===== src/rtl/cond_gate.sv =====
module cond_gate (
  input  logic       clk,
  input  logic       rst_n,
  input  logic       valid_i,
  input  logic [3:0] cond_i,
  input  logic       set_flags_i,
  input  logic [3:0] nzcv_in,
  output logic       exec_o,
  output logic [3:0] flags_o
);
  logic [3:0] flags_q;
  logic n, z, c, v, pass;

  assign {n, z, c, v} = flags_q;
  assign flags_o = flags_q;

  always_comb begin
    case (cond_i)
      4'h0: pass = z;
      4'h1: pass = !z;
      4'h2: pass = c;
      4'h3: pass = !c;
      4'h4: pass = n;
      4'h5: pass = !n;
      4'h6: pass = v;
      4'h7: pass = !v;
      4'h8: pass = c && !z;
      4'h9: pass = !c || z;
      4'hA: pass = n == v;
      4'hB: pass = n != v;
      4'hC: pass = !z && (n == v);
      4'hD: pass = z || (n != v);
      4'hE: pass = 1'b1;
      default: pass = 1'b0;
    endcase
  end

  assign exec_o = valid_i && pass;

  always_ff @(posedge clk or negedge rst_n) begin
    if (!rst_n) flags_q <= 4'h0;
    else if (exec_o && set_flags_i) flags_q <= nzcv_in;
  end

  p_load_r7: assert property (@(posedge clk) disable iff (!rst_n)
    (exec_o && set_flags_i) |=> flags_o == $past(nzcv_in));
  p_hold_r8: assert property (@(posedge clk) disable iff (!rst_n)
    !(exec_o && set_flags_i) |=> $stable(flags_o));
  p_never_r5: assert property (@(posedge clk) disable iff (!rst_n)
    (cond_i == 4'hF) |-> !exec_o);
  p_always_r5: assert property (@(posedge clk) disable iff (!rst_n)
    (valid_i && cond_i == 4'hE) |-> exec_o);
  p_idle_r6: assert property (@(posedge clk) disable iff (!rst_n)
    !valid_i |-> !exec_o);
endmodule


===== config.mk =====
export PLATFORM = sky130hd
export DESIGN_NAME = cond_gate
export DESIGN_NICKNAME = d
export VERILOG_FILES = /design/src/rtl/cond_gate.sv
export SDC_FILE = /design/constraint.sdc
export NUM_CORES = 1
export LEC_CHECK = 0
export CAP_MARGIN = 5
export CORE_AREA = 2 2 39 41
export DETAILED_ROUTE_END_ITERATION = 6
export DIE_AREA = 0 0 41 43
export SLEW_MARGIN = 15
export SYNTH_ARGS = -nofsm -noshare
export SYNTH_HDL_FRONTEND = slang
export SYNTH_SLANG_ARGS = --single-unit

===== constraint.sdc =====
create_clock -name clk -period 2.3 [get_ports clk]
set_input_delay 0.46 -clock clk [delete_from_list [all_inputs] [get_ports clk]]
set_output_delay 0.46 -clock clk [all_outputs]
set_load 0.005 [all_outputs]

==> impl_metrics.toml <==
[status]
status = "completed"

[route]
vias = 506
detail_route.drc_violations = 0
wire_per_inst_um = 10.99
drt_pass1_iterations = 4
detailroute.wirelength.met2_um = 571
detail_route.wirelength.met1_um = 497
drtIter0Drc = 8
met3_wirelength_um = 29
remaining_antenna_violation_count = 0
detail_route.vias_per_cell = 5.060
highest-signal-layer = "met3"
routed_wirelength_um = 1099

[logic_synthesis]
yosysTopAreaCellShare_pct = 24.62
syn-cell-area_um2 = 406.6
synth.lib_cells_used.distinct = 27
synth-warning-count = 0
synth.avg_cell_area_um2 = 7.973
synth_seq_area_share_pct = 24.62
synth_fp_nets = 63
syn-instance-count = 51
synth.ff_latch_count = 4
synth_largest_area_cell = "sky130_fd_sc_hd__dfrtp_1"
synth.area.top_cells = "sky130_fd_sc_hd__dfrtp_1 25%, sky130_fd_sc_hd__nand2_1 12%, sky130_fd_sc_hd__mux2i_1 7.4%, sky130_fd_sc_hd__o22ai_1 6.2%, sky130_fd_sc_hd__buf_6 5.5%"

[floorplanning]
fp-row-count = 14
placeableCoreArea_um2 = 1384
die-area_um2 = 1763
start_util_pct = 29.39
floorplan.io_pins = 17
die-width_um = 41
dieHeight_um = 43

[place]
post-dp-hpwl_um = 879.2
dpl-instance-area_um2 = 658.1
io_buffers = 16
gpl.final_weighted_congestion = 0.7543

[min_path]
holdCritPathClass = "in2async"

[finish]
final.fill_count = 145
area_growth_syn_to_layout_pct = 71.69
largest_register_ffs = 4
antenna-diode-count = 0
post_route_cells_drive_above_1_share_pct = 30.95
mostFrequentLayoutCell = "sky130_fd_sc_hd__buf_4"
final_design_area_no_fill_um2 = 698.2
final_cell_mix = "17 x sky130_fd_sc_hd__buf_4, 13 x sky130_fd_sc_hd__nand2_1, 11 x sky130_fd_sc_hd__clkdlybuf4s50_1"
final_nets = 98

[clock_tree]
cts-htree-levels = 1
clock-root-buffer = "sky130_fd_sc_hd__clkbuf_4"
insertion_delay_ns = 0.23
cts_inserted_buffers = 3
clkSinkCount = 4
cts_hold_buf = 0
cts_tree = "yes"
cts_max_path_buffers = 2
cts.clk_slew.worst_paths_ns = 0.03

[sta]
timing.fmax_ghz = 0.4507
timing_max_transition_violations_final = 0
layout_min_cycle_time_ns = 2.219
max-slew-margin-rel_pct = 75.98
finalSetupViolations = 0
hold_violations = 0
timing_worst_slew_pin_value_ns = 0.3602
post-route-period-util_pct = 96.46
grt_setup_unrepaired = "yes"
clock-skew-final_ns = 0.001907

[worst_setup_path]
setup.reg_to_reg.worst_slack_ns = 0.40
end_of_the_critical_path = "exec_o"
worst_path_dominant_cell_family = "compound AO/OA/AOI/OAI gates"
cp-startpoint = "cond_i[3]"
worst-path-buf-inv = 3
critPathCaptureType = "output port"
cp_slowest_cell = "sky130_fd_sc_hd__a222oi_1"
cp_data_arrival_time_ns = 1.76
worst-r2r-cell-count = 9
critical_path_required_ns = 1.84
worst_r2r_startpoint = "flags_o[2]"
worstPathCellList = "dlygate4sd2_1 -> inv_1 -> and3_2 -> a222oi_1 -> o211a_1 -> nor2_1 -> buf_2"
delay_contributed_by_the_slowest_stage_of_the_critical_path_ns = 0.37
worstReg2RegEnd = "flags_o[2]"
cp_num_cells = 7
setup.worst_path.start_class = "primary input"
highest_fanout_seen_on_the_critical_path = 4
crit_type = "in2out"

[global_route]
grt_antenna_before_repair = 0
maximum_number_of_pins_on_one_net_before_global_route_repair = 7
first_global_vias = 460
first_pass_grt_wire_length_um = 1731
gr-total-overflow = 0
grt_use_total_pct = 14.21

[power]
leakage_power_total_nw = 0.3295
ir_drop_uv = 672.9
tot_pwr_w = 0.0006422
cellPowerDensity_nw_per_um2 = 919.8

[flow_run]
maxCapViolations = 0
-- layout make-up --
class                   instances  area (µm²)  share of cell area, %
well taps                      16       20.02                  2.867
inverters                       1       3.754                 0.5376
flip-flops and latches          4       100.1                  14.34
multi-input cells              43       281.5                  40.32
clock buffers                   3       22.52                  3.226
repair buffers                 33       270.3                  38.71
-- synth_stat cells --
| library cell | number |
|---|---|
| sky130_fd_sc_hd__o22ai_1 | 4 |
| sky130_fd_sc_hd__nand2b_1 | 1 |
| sky130_fd_sc_hd__nand2_1 | 13 |
| sky130_fd_sc_hd__mux2i_1 | 3 |
| sky130_fd_sc_hd__a211oi_1 | 1 |
| sky130_fd_sc_hd__a21boi_1 | 1 |
| sky130_fd_sc_hd__or3_2 | 1 |
| sky130_fd_sc_hd__clkbuf_1 | 1 |
| sky130_fd_sc_hd__buf_6 | 2 |
| sky130_fd_sc_hd__nor2_1 | 2 |
| sky130_fd_sc_hd__xnor2_1 | 2 |
| sky130_fd_sc_hd__o211a_1 | 1 |
| sky130_fd_sc_hd__a22o_1 | 1 |
| sky130_fd_sc_hd__and3b_1 | 1 |
| sky130_fd_sc_hd__nor4b_1 | 1 |
| sky130_fd_sc_hd__inv_1 | 1 |
| sky130_fd_sc_hd__a222oi_1 | 1 |
| sky130_fd_sc_hd__nor2b_2 | 1 |
| sky130_fd_sc_hd__a211o_1 | 1 |
| sky130_fd_sc_hd__and2b_1 | 1 |
| sky130_fd_sc_hd__nor3_1 | 1 |
| sky130_fd_sc_hd__and3_2 | 1 |
| sky130_fd_sc_hd__dfrtp_1 | 4 |
| sky130_fd_sc_hd__mux2_1 | 1 |
| sky130_fd_sc_hd__nor2b_1 | 1 |
| sky130_fd_sc_hd__o21ai_0 | 1 |
| sky130_fd_sc_hd__nand4_1 | 2 |
-- cells by family after synthesis --
group / count (synthesis) / share of synthesized area [%]
xor+xnor: 2 / 4.308
mux: 4 / 10.15
buf+inv: 4 / 7.382
compound gates: 11 / 20.31
simple gates: 26 / 33.24
flops: 4 / 24.62
-- report_power, final --
| part | switching (W) | total [W] | internal, W | leakage (nW) |
|---|---|---|---|---|
| clock | 0.0000233 | 0.0000813 | 0.0000580 | 0.0138 |
| combinational | 0.000141 | 0.000410 | 0.000268 | 0.266 |
| sequential | 0.0000444 | 0.000151 | 0.000107 | 0.0502 |
| total | 0.000209 | 0.000642 | 0.000433 | 0.330 |
-- through the flow --
stage / util (%) / cells / setup TNS, ns / worst slack [ns] / hold slack, ns
final: 50.45 / 100 / 0 / 0.08135 / 0.4324
after global routing: 50.45 / 100 / -0.02291 / -0.02291 / 0.4475
after CTS: 50.18 / 99 / 0 / 0.06553 / 0.4278
after global placement: 47.56 / 93 / -0.5756 / -0.5756 / 0.6000
after floorplan: - / 51 / 0 / 0.3106 / 0.1644
after detailed placement: 47.56 / 93 / -0.6356 / -0.5975 / 0.5953
-- worst min-delay path by stage --
stage / depth (start not counted) / end / startpoint / slack (ns)
2_1_floorplan: 0 / flags_o[0] / rst_n / 0.16
3_3_place_gp: 2 / flags_o[0] / flags_o[0] / 0.60
3_5_place_dp: 2 / flags_o[1] / flags_o[1] / 0.60
4_1_cts: 1 / flags_o[2] / rst_n / 0.43
5_1_grt: 1 / flags_o[2] / rst_n / 0.45
6_report: 1 / flags_o[2] / rst_n / 0.43
-- timing repair --
item                       CTS  global route
pin swaps                    2             4
resized for setup           12             2
setup endpoints to repair    1             1
setup buffers                3             1
-- layer usage --
layer / track usage [%] / vias up
met4: 6.000 / 0
met1: 17.26 / 242
met3: 1.571 / 0
met5: 0 / -
met2: 23.75 / 9
li1: - / 255
Power figures use the tool's default switching activity.
